<file path="src/rtl/cmd_pkg.sv">
package cmd_pkg;

  typedef enum logic [2:0] {
    ST_H0,
    ST_H1,
    ST_A0,
    ST_A1,
    ST_WD,
    ST_BUS,
    ST_RSP,
    ST_ADV
  } eng_state_t;

  typedef struct packed {
    logic       we;
    logic       has_addr;
    logic [2:0] space;
    logic [1:0] size;
    logic       inc;
  } cmd_hdr_t;

  function automatic cmd_hdr_t decode_hi(input logic [7:0] hi, input logic inc_bit);
    cmd_hdr_t h;
    h.we       = hi[7];
    h.has_addr = hi[6];
    h.space    = hi[4:2];
    h.size     = hi[1:0];
    h.inc      = inc_bit;
    return h;
  endfunction

endpackage

</file>
<file path="src/rtl/cmd_addr_bank.sv">
module cmd_addr_bank #(
  parameter int AW      = 16,
  parameter int SPACE_W = 3
) (
  input  logic               clk,
  input  logic               rst_n,
  input  logic [SPACE_W-1:0] sel,
  input  logic               load_en,
  input  logic [AW-1:0]      load_val,
  input  logic               adv_en,
  input  logic [2:0]         adv_by,
  output logic [AW-1:0]      cur
);
  localparam int NSEL = 1 << SPACE_W;

  logic [NSEL*AW-1:0] flat;

  for (genvar i = 0; i < NSEL; i++) begin : g_reg
    logic [AW-1:0] q;
    always_ff @(posedge clk or negedge rst_n) begin
      if (!rst_n) begin
        q <= '0;
      end else if (sel == SPACE_W'(i)) begin
        if (load_en) begin
          q <= load_val;
        end else if (adv_en) begin
          q <= q + AW'(adv_by);
        end
      end
    end
    assign flat[i*AW +: AW] = q;
  end

  assign cur = flat[sel*AW +: AW];

  // An increment only ever moves by a legal transfer width
  AST_ADV_WIDTH: assert property (@(posedge clk) disable iff (!rst_n)
    adv_en |-> (adv_by == 3'd1 || adv_by == 3'd2 || adv_by == 3'd4));

  // With no load and no advance, the selected register keeps its value
  AST_HOLD_ADDR: assert property (@(posedge clk) disable iff (!rst_n)
    (!load_en && !adv_en) ##1 $stable(sel) |-> $stable(cur));

endmodule

</file>
<file path="src/rtl/cmd_xfer_policy.sv">
module cmd_xfer_policy #(
  parameter int AW         = 16,
  parameter int NUM_SPACES = 6,
  parameter int RO_SPACE   = 2,
  parameter int RO_LIMIT   = 32
) (
  input  logic [2:0]    space,
  input  logic [1:0]    size_code,
  input  logic          we,
  input  logic [AW-1:0] addr,
  output logic [2:0]    width,
  output logic [1:0]    bus_size,
  output logic          skip
);
  localparam logic [AW-1:0] RO_LIM = AW'(RO_LIMIT);

  logic restricted;
  logic valid_space;

  assign restricted  = (space == 3'(RO_SPACE));
  assign valid_space = (32'(space) < NUM_SPACES);

  always_comb begin
    if (restricted) begin
      width    = 3'd2;
      bus_size = 2'd1;
    end else begin
      unique case (size_code)
        2'd0:    begin width = 3'd1; bus_size = 2'd0; end
        2'd1:    begin width = 3'd2; bus_size = 2'd1; end
        default: begin width = 3'd4; bus_size = 2'd2; end
      endcase
    end
    skip = !valid_space || (we && restricted && (addr < RO_LIM));
  end

endmodule

</file>
<file path="src/rtl/cmd_resp_ser.sv">
module cmd_resp_ser #(
  parameter int DW = 32
) (
  input  logic          clk,
  input  logic          rst_n,
  input  logic          load,
  input  logic [DW-1:0] load_data,
  input  logic [2:0]    load_nbytes,
  output logic          idle,
  output logic [7:0]    out_data,
  output logic          out_valid,
  input  logic          out_ready
);
  logic [DW-1:0] shreg;
  logic [2:0]    left;

  assign idle      = (left == 3'd0);
  assign out_valid = !idle;
  assign out_data  = shreg[7:0];

  always_ff @(posedge clk or negedge rst_n) begin
    if (!rst_n) begin
      shreg <= '0;
      left  <= '0;
    end else if (load && idle) begin
      shreg <= load_data;
      left  <= load_nbytes;
    end else if (out_valid && out_ready) begin
      shreg <= shreg >> 8;
      left  <= left - 3'd1;
    end
  end

  AST_OUT_HOLD: assert property (@(posedge clk) disable iff (!rst_n)
    (out_valid && !out_ready) |=> (out_valid && $stable(out_data)));

  AST_LOAD_WHEN_IDLE: assert property (@(posedge clk) disable iff (!rst_n)
    load |-> idle);

endmodule

</file>
<file path="src/rtl/cmd_engine.sv">
module cmd_engine #(
  parameter int AW         = 16,
  parameter int DW         = 32,
  parameter int NUM_SPACES = 6,
  parameter int RO_SPACE   = 2,
  parameter int RO_LIMIT   = 32
) (
  input  logic          clk,
  input  logic          rst_n,
  input  logic [7:0]    in_data,
  input  logic          in_valid,
  output logic          in_ready,
  output logic [7:0]    out_data,
  output logic          out_valid,
  input  logic          out_ready,
  output logic          bus_req,
  output logic          bus_we,
  output logic [2:0]    bus_space,
  output logic [1:0]    bus_size,
  output logic [AW-1:0] bus_addr,
  output logic [DW-1:0] bus_wdata,
  input  logic [DW-1:0] bus_rdata,
  input  logic          bus_ready
);
  import cmd_pkg::*;

  localparam int SPACE_W = 3;
  localparam logic [AW-1:0] RO_LIM = AW'(RO_LIMIT);

  eng_state_t    state;
  cmd_hdr_t      hdr;
  logic [7:0]    hdr_lo;
  logic [7:0]    addr_lo;
  logic [7:0]    remain;
  logic [1:0]    byte_idx;
  logic [DW-1:0] wbuf;
  logic [DW-1:0] rhold;

  logic          in_fire;
  logic [AW-1:0] cur_addr;
  logic          bank_load;
  logic          bank_adv;
  logic [2:0]    width;
  logic [1:0]    size_eff;
  logic          skip;
  logic          ser_idle;
  logic          ser_load;

  assign in_ready = (state == ST_H0) || (state == ST_H1) || (state == ST_A0) ||
                    (state == ST_A1) || (state == ST_WD);
  assign in_fire  = in_valid && in_ready;

  assign bank_load = (state == ST_A1) && in_fire;
  assign bank_adv  = (state == ST_ADV) && hdr.inc;
  assign ser_load  = (state == ST_RSP) && ser_idle;

  cmd_addr_bank #(.AW(AW), .SPACE_W(SPACE_W)) u_bank (
    .clk      (clk),
    .rst_n    (rst_n),
    .sel      (hdr.space),
    .load_en  (bank_load),
    .load_val ({in_data, addr_lo}),
    .adv_en   (bank_adv),
    .adv_by   (width),
    .cur      (cur_addr)
  );

  cmd_xfer_policy #(
    .AW(AW), .NUM_SPACES(NUM_SPACES), .RO_SPACE(RO_SPACE), .RO_LIMIT(RO_LIMIT)
  ) u_policy (
    .space     (hdr.space),
    .size_code (hdr.size),
    .we        (hdr.we),
    .addr      (cur_addr),
    .width     (width),
    .bus_size  (size_eff),
    .skip      (skip)
  );

  cmd_resp_ser #(.DW(DW)) u_ser (
    .clk         (clk),
    .rst_n       (rst_n),
    .load        (ser_load),
    .load_data   (rhold),
    .load_nbytes (width),
    .idle        (ser_idle),
    .out_data    (out_data),
    .out_valid   (out_valid),
    .out_ready   (out_ready)
  );

  assign bus_req   = (state == ST_BUS) && !skip;
  assign bus_we    = hdr.we;
  assign bus_space = hdr.space;
  assign bus_size  = size_eff;
  assign bus_addr  = cur_addr;
  assign bus_wdata = wbuf;

  always_ff @(posedge clk or negedge rst_n) begin
    if (!rst_n) begin
      state    <= ST_H0;
      hdr      <= '0;
      hdr_lo   <= '0;
      addr_lo  <= '0;
      remain   <= '0;
      byte_idx <= '0;
      wbuf     <= '0;
      rhold    <= '0;
    end else begin
      unique case (state)
        ST_H0: if (in_fire) begin
          hdr_lo <= in_data;
          state  <= ST_H1;
        end
        ST_H1: if (in_fire) begin
          hdr      <= decode_hi(in_data, hdr_lo[7]);
          remain   <= (hdr_lo[6:0] == 7'd0) ? 8'd1 : {1'b0, hdr_lo[6:0]};
          byte_idx <= '0;
          wbuf     <= '0;
          if (in_data[6])      state <= ST_A0;
          else if (in_data[7]) state <= ST_WD;
          else                 state <= ST_BUS;
        end
        ST_A0: if (in_fire) begin
          addr_lo <= in_data;
          state   <= ST_A1;
        end
        ST_A1: if (in_fire) begin
          state <= hdr.we ? ST_WD : ST_BUS;
        end
        ST_WD: if (in_fire) begin
          wbuf[byte_idx*8 +: 8] <= in_data;
          byte_idx <= byte_idx + 2'd1;
          if ({1'b0, byte_idx} == width - 3'd1) state <= ST_BUS;
        end
        ST_BUS: begin
          if (skip) begin
            rhold <= '0;
            state <= hdr.we ? ST_ADV : ST_RSP;
          end else if (bus_ready) begin
            rhold <= bus_rdata;
            state <= hdr.we ? ST_ADV : ST_RSP;
          end
        end
        ST_RSP: if (ser_idle) begin
          state <= ST_ADV;
        end
        ST_ADV: begin
          remain   <= remain - 8'd1;
          byte_idx <= '0;
          wbuf     <= '0;
          if (remain == 8'd1) state <= ST_H0;
          else                state <= hdr.we ? ST_WD : ST_BUS;
        end
        default: state <= ST_H0;
      endcase
    end
  end

  AST_REQ_HOLD: assert property (@(posedge clk) disable iff (!rst_n)
    (bus_req && !bus_ready) |=> (bus_req && $stable(bus_addr) && $stable(bus_we) &&
                                 $stable(bus_space) && $stable(bus_size) &&
                                 $stable(bus_wdata)));

  AST_RO_PROTECT: assert property (@(posedge clk) disable iff (!rst_n)
    (bus_req && bus_we && bus_space == 3'(RO_SPACE)) |-> (bus_addr >= RO_LIM));

  AST_RO_SIZE: assert property (@(posedge clk) disable iff (!rst_n)
    (bus_req && bus_space == 3'(RO_SPACE)) |-> (bus_size == 2'd1));

  AST_NO_BAD_SPACE: assert property (@(posedge clk) disable iff (!rst_n)
    bus_req |-> (32'(bus_space) < NUM_SPACES));

  AST_NO_INPUT_ON_BUS: assert property (@(posedge clk) disable iff (!rst_n)
    bus_req |-> !in_ready);

endmodule

</file>
<file path="config.mk">
export PLATFORM = sky130hd
export DESIGN_NAME = cmd_engine
export DESIGN_NICKNAME = d
export VERILOG_FILES = /design/src/rtl/cmd_pkg.sv /design/src/rtl/cmd_addr_bank.sv /design/src/rtl/cmd_xfer_policy.sv /design/src/rtl/cmd_resp_ser.sv /design/src/rtl/cmd_engine.sv
export SDC_FILE = /design/constraint.sdc
export NUM_CORES = 1
export LEC_CHECK = 0
export CAP_MARGIN = 25
export CORE_MARGIN = 1
export CORE_UTILIZATION = 33
export DETAILED_ROUTE_END_ITERATION = 12
export SYNTH_ARGS = -nofsm -noshare
export SYNTH_HDL_FRONTEND = slang
export SYNTH_SLANG_ARGS = --single-unit
</file>
<file path="constraint.sdc">
create_clock -name clk -period 4.86 [get_ports clk]
set_clock_uncertainty 0.15 [all_clocks]
set_input_delay 0.972 -clock clk [delete_from_list [all_inputs] [get_ports clk]]
set_output_delay 0.972 -clock clk [all_outputs]
set_load 0.03 [all_outputs]
</file>
Word-level counts from Yosys, hierarchy flattened
Cells that the tools add are included.

cells by class
  $lt $le $gt $ge = 2
  equality and inequality tests = 25
  reduce and logical (&&, ||, !) cells = 42
  multiplexer cells = 51
  $add $sub $neg = 13
  shift-type cells = 3

operator list
  operator                 count
  $mux 16                  16
  $mux 32                  6
  $add 16x3->16            8
  $shiftx 128x8->16        1
  $pmux 32 s3              1
  $mux 3                   14
  $neg 5->34               1
  $shift 8x34->32 const A  1
  $shiftx 8x34->32         1
  $bwmux 32                1
  $reduce_and 2->1         13
  $eq 3x3->1 const B       8
  $pmux 3 s8               1
  $lt 16x6->1 const B      1
  $pmux 8 s2               1
  $eq 3x2->1 const B       4
  $ne 2x2->1 const B       6
  $logic_and 1x1->1        9
  $logic_not 3->1          3
  $eq 8x1->1 const B       1
  $mux 8                   1
  $reduce_and 8->1         1
  $reduce_bool 2->1        4
  $sub 8x1->8 const B      1
  other kinds (20)         32

word-level totals
  output and inout bits = 65
  register bits = 263
  logic and storage cells = 157
  bits of input ports = 45

Longest topological paths before layout
  depth in word-level cells = 9
  mapped depth = 15
  gate-level depth less buffers = 12

Cells and area by module
A second synthesis with hierarchy kept.

second synthesis, totals
  cell total of the unflattened synthesis = 1506
  area, all modules = 15267.1 µm²

modules (own cells, without submodules)
  module           area an instance (µm²)  cells an instance  sequential area each (µm²)  instances
  cmd_addr_bank    9152.5                  993                3203.1                      1
  cmd_engine       4400.5                  371                2502.4                      1
  cmd_resp_ser     1632.8                  129                875.8                       1
  cmd_xfer_policy  81.3                    13                 0.0                         1

Worst setup path before layout
OpenSTA, ideal clock, no wires.

  path type = register to output
  start point = reg hdr, in the netlist bus_space[2]
  end point = out bus_req
  data required time = 3.738 ns
  path slack = 1.221 ns
  stages on the path, launching flop included = 9
  path buffers = 2
  arrival time = 2.517 ns
  cell sequence = dfrtp_1 -> buf_2 -> inv_1 -> clkbuf_1 -> o32ai_1 -> a211oi_2 -> nor3_1 -> and3_4 -> nor3_1

on the way
  cells in the longest elaborated chain, start to end = 6
  elaborated cells on any way between the ends = 10
  classes of those cells = order compare (2); eq/ne (1); shift (1); reduce/logical (6)

ends and longest elaborated chain
  element                 RTL line               text
  from (decl)             cmd_engine.sv:31       cmd_hdr_t hdr;
  from (signal assigned)  cmd_engine.sv:116      hdr <= decode_hi(in_data, hdr_lo[7]);
  $shiftx 128x8->16       cmd_addr_bank.sv:34    assign cur = flat[sel*AW +: AW];
  named net bus_addr[15]  cmd_engine.sv:20       output logic [AW-1:0] bus_addr,
  $lt 16x6->1             cmd_xfer_policy.sv:34  skip = !valid_space || (we && restricted && (addr < RO_LIM));
  $logic_and 1x1->1       cmd_xfer_policy.sv:34
  $logic_or 1x1->1        cmd_xfer_policy.sv:34
  $logic_not 1->1         cmd_engine.sv:92       assign bus_req = (state == ST_BUS) && !skip;
  $logic_and 1x1->1       cmd_engine.sv:92
  to (decl)               cmd_engine.sv:16       output logic bus_req,

The timed path passes the listed nets, and every way through them passes these cells.

Worst setup path after layout
  start point = reg hdr, in the netlist bus_space[2]
  end point = out bus_req

on the way
  cells in the longest elaborated chain, start to end = 6
  elaborated cells on any way between the ends = 10
  classes of those cells = order compare (2); eq/ne (1); shift (1); reduce/logical (6)

ends and longest elaborated chain
  element                                                  RTL line
  $shiftx 128x8->16 / $eq 3x2->1 (equally long branches)   cmd_addr_bank.sv:34, cmd_xfer_policy.sv:20
  $lt 16x6->1 / $logic_and 1x1->1 (equally long branches)  cmd_xfer_policy.sv:34
  $logic_and 1x1->1                                        cmd_xfer_policy.sv:34
  $logic_or 1x1->1 (*)                                     cmd_xfer_policy.sv:34
  $logic_not 1->1 (*)                                      cmd_engine.sv:92
  $logic_and 1x1->1 (*)                                    cmd_engine.sv:92

Every way passes the cells marked *; elsewhere a longest branch is shown, timed or not.

==> metrics.md <==
| Metric | Value |
|---|---|
| Status | `finished clean` |
| Fillers | `4312` |
| CTS Buf Count | `31` |
| Vias in the first global route | `12360` |
| Final ANT Viol Nets | `0` |
| Post-synthesis cell type count | `just over 70` |
| Reg2reg path depth | `11` |
| Row cnt | `77` |
| Worst VDD drop | `approximately 0.29 mV` |
| Tot GR Track Use | `19.86%` |
| First-pass DRT Iterations | `5` |
| Post-Place Cells | `2243` |
| Pwr dens | `448.9 nW/um^2` |
| Vias per inst | `approximately 5.6` |
| Nets | `approximately 1800` |
| Max-cap viol count | `0` |
| Worst-path fanout max | `17` |
| Pleak | `around 0.0074 uW` |
| Yosys top cell area share | `44.45%` |
| Clock Path Buffers | `3` |
| Hpwl dp | `about 31000 um` |
| Core Area | `~44000 sq um` |
| Hold Slack | `310.1 ps` |
| Antenna diodes | `0` |
| Global-route wire length before repair | `71070 um` |
| Input/output buffers | `109` |
| WL/cell | `approximately 20 um` |
| Sequential share of the synthesized area | `44.45%` |
| Multi-input gate area | `7453 sq um` |
| CTS root buf | `clkbuf_16` |
| Synthesized area | `14810 sq um` |
| Worst path required time | `3740 ps` |
| Tcrit/Tclk final | `94.09%` |
| Count of final hold-check violations | `0` |
| Initial Util | `33.48%` |
| Total clock sinks | `263` |
| Gate Count Post-Synth | `1625` |
| Skew-Pair Late Insertion Delay | `590 ps` |
| Hold Buf Count CTS | `0` |
| Gr ovfl total | `0` |
| Postcts setup bufs | `0` |
| Least-Margin Pin Slew | `1085 ps` |
| Vias | `approximately 13000` |
| Unrepaired setup endpoints after global routing | `no` |
| Layout cells sized above 1 | `under 10%` |
| Post-synth top area cell | `dfrtp_1` |
| Top cells by area, synth | `dfrtp_1, a21oi_1, o21ai_0` |
| Worst-path clk slew | `roughly 60 ps` |
| CP arrival | `3450 ps` |
| Area delta synth->final | `17.69%` |
| Routability cong. | `0.8770` |
| Ys Warns | `0` |
| IO Pins | `110` |
| Die X | `213.8 um` |
| EDFF count, synth | `0` |
| Main synth FF type | `dfrtp_1` |
| CP startpoint | `bus_space[2]` |
| Non-Filler Instances | `between 2000 and 2500` |
| DRC violations left | `0` |
| Yosys reg bits | `263` |
| Max Fclk | `218.7 MHz` |
| Synth async-reset ratio | `100.0%` |
| # resized after CTS | `0` |
| Rel. slew slack | `about 28%` |
| CTS tree | `yes` |
| Die Area | `45720 sq um` |
| Total wire length | `45110 um` |
| Hold Crit Class | `in -> async` |
| Crit path kind | `reg -> out` |
| Mapped Nets | `1711` |
| Min Tclk post-route | `roughly 4600 ps` |
| Final TNS setup | `0 ps` |
| Final setup vio count | `0` |
| Setup crit end kind | `output pin` |
| Critical Path Start Type | `register` |
| FF+latch area | `6584 sq um` |
| Pin count of the biggest net entering global routing | `119` |
| Reg2reg start | `bus_space[2]` |
| Die Ht | `213.8 um` |
| Synthesized area per cell | `9.111 sq um` |
| Initial antenna violation count | `0` |
| DRT iter0 DRCs | `1292` |
| Max-slew violation count | `0` |
| H-tree depth | `1` |
==> path summary, 6_finish.rpt <==
path | to | slack (ps)
min in group clk | u_ser.shreg[27] | 320
worst max-delay path | bus_req | 290
worst min register to register | u_ser.shreg[27] | 320
worst max register to register | u_bank.g_reg[2].q[13] | 930
worst min-delay path | rhold[29] | 310
max in group asynchronous | rhold[14] | 3120
==> kinds of logic (layout without fill, tap and decap cells) <==
group                      after synthesis  in the layout  share of synthesized area (%)
adders and majority gates               41             41                          3.871
AOI/OAI and AO/OA                      562            562                          23.71
muxes                                   55             55                          6.093
xor gates and xnor gates                 5              5                         0.2958
and+or+nand+nor                        525            525                          16.33
buffers and inverters                  174            258                          5.248
DFF                                    263            263                          44.45
==> sequential cells by signal (all words and copies together) (netlist names) <==
register     flops
remain           8
u_bank.g.q     128
state            3
hdr              3
u_ser.left       3
hdr_lo           8
bus_space        3
bus_we           1
rhold           32
addr_lo          8
byte_idx         2
bus_wdata       32
u_ser.shreg     32
==> worst max-delay path, cell delays in order (launching register included) <==
cell and delay [ps]:
dfrtp_1 830, buf_4 360, mux4_1 350, nand2b_1 140, nand2_1 150, nor4_2 440, and3_4 330, nor3_1 70
buf_4 190
==> where the power goes <==
part	total (uW)	switching, uW	leakage (uW)	internal, uW
clock network	2390	965	0.000526	1420
registers	2860	323	0.00354	2540
logic	2580	1550	0.00330	1030
==> cell usage in the layout, fill, tap and decap left out, types with 29 or more instances in the layout <==
master	count
o21ai_0	156
a22o_1	42
o22a_1	45
a21oi_1	176
nor2_1	140
clkdlybuf4s50_1	107
dfrtp_1	261
buf_4	29
ha_1	33
nand3_1	67
nand2_1	198
inv_1	60
clkbuf_16	31
==> cell type report <==
type | count | share of cell area (%)
clock buffer | 42 | 5.034
inverter | 60 | 1.293
multi-input combinational | 1188 | 42.78
sequential | 263 | 37.79
clock inverter | 15 | 0.9479
tap | 592 | 4.251
timing repair buffer | 141 | 7.913
==> stage by stage <==
stage          util, %  power (uW)  cell area, sq um  worst slack (ps)
2_1_floorplan        -        4636             14810              1221
3_3_place_gp     36.95        5407             16340             978.5
3_5_place_dp     37.03        5467             16370             959.2
4_1_cts          39.39        7889             17420             315.3
5_1_grt          39.40        8277             17420             136.4
6_report         39.40        7822             17420             287.4
==> metal layers <==
layer / track usage, % / vias to the layer above / wire [um] / part of all wire [%]
li1: - / 6006 / - / -
met2: 31.46 / 483 / 20840 / 46
met1: 28.29 / 6393 / 20090 / 45
met3: 3.002 / 54 / 3368 / 7.5
met5: 0 / - / 0 / 0
met4: 4.951 / 0 / 807 / 1.8
==> Yosys cell counts, drive strengths merged, types with 4 or more instances <==
cell type  count
a41oi          9
a2bb2oi        8
nor3          16
o211ai         4
clkbuf        77
a22o          42
nand2        198
a31oi         25
o32ai          4
o21ai        158
nand2b        15
o22a          45
nor2         140
mux4          24
a22oi         26
o21a          15
mux2          26
a21oi        176
a21o          14
fa             8
and4b          6
mux2i          5
nand4          4
o22ai         18
nor3b          6
nand3         67
nor2b         14
buf           37
inv           60
dfrtp        263
and2          18
ha            33
and3          29
Note: power is estimated with default switching activity, not from simulation.
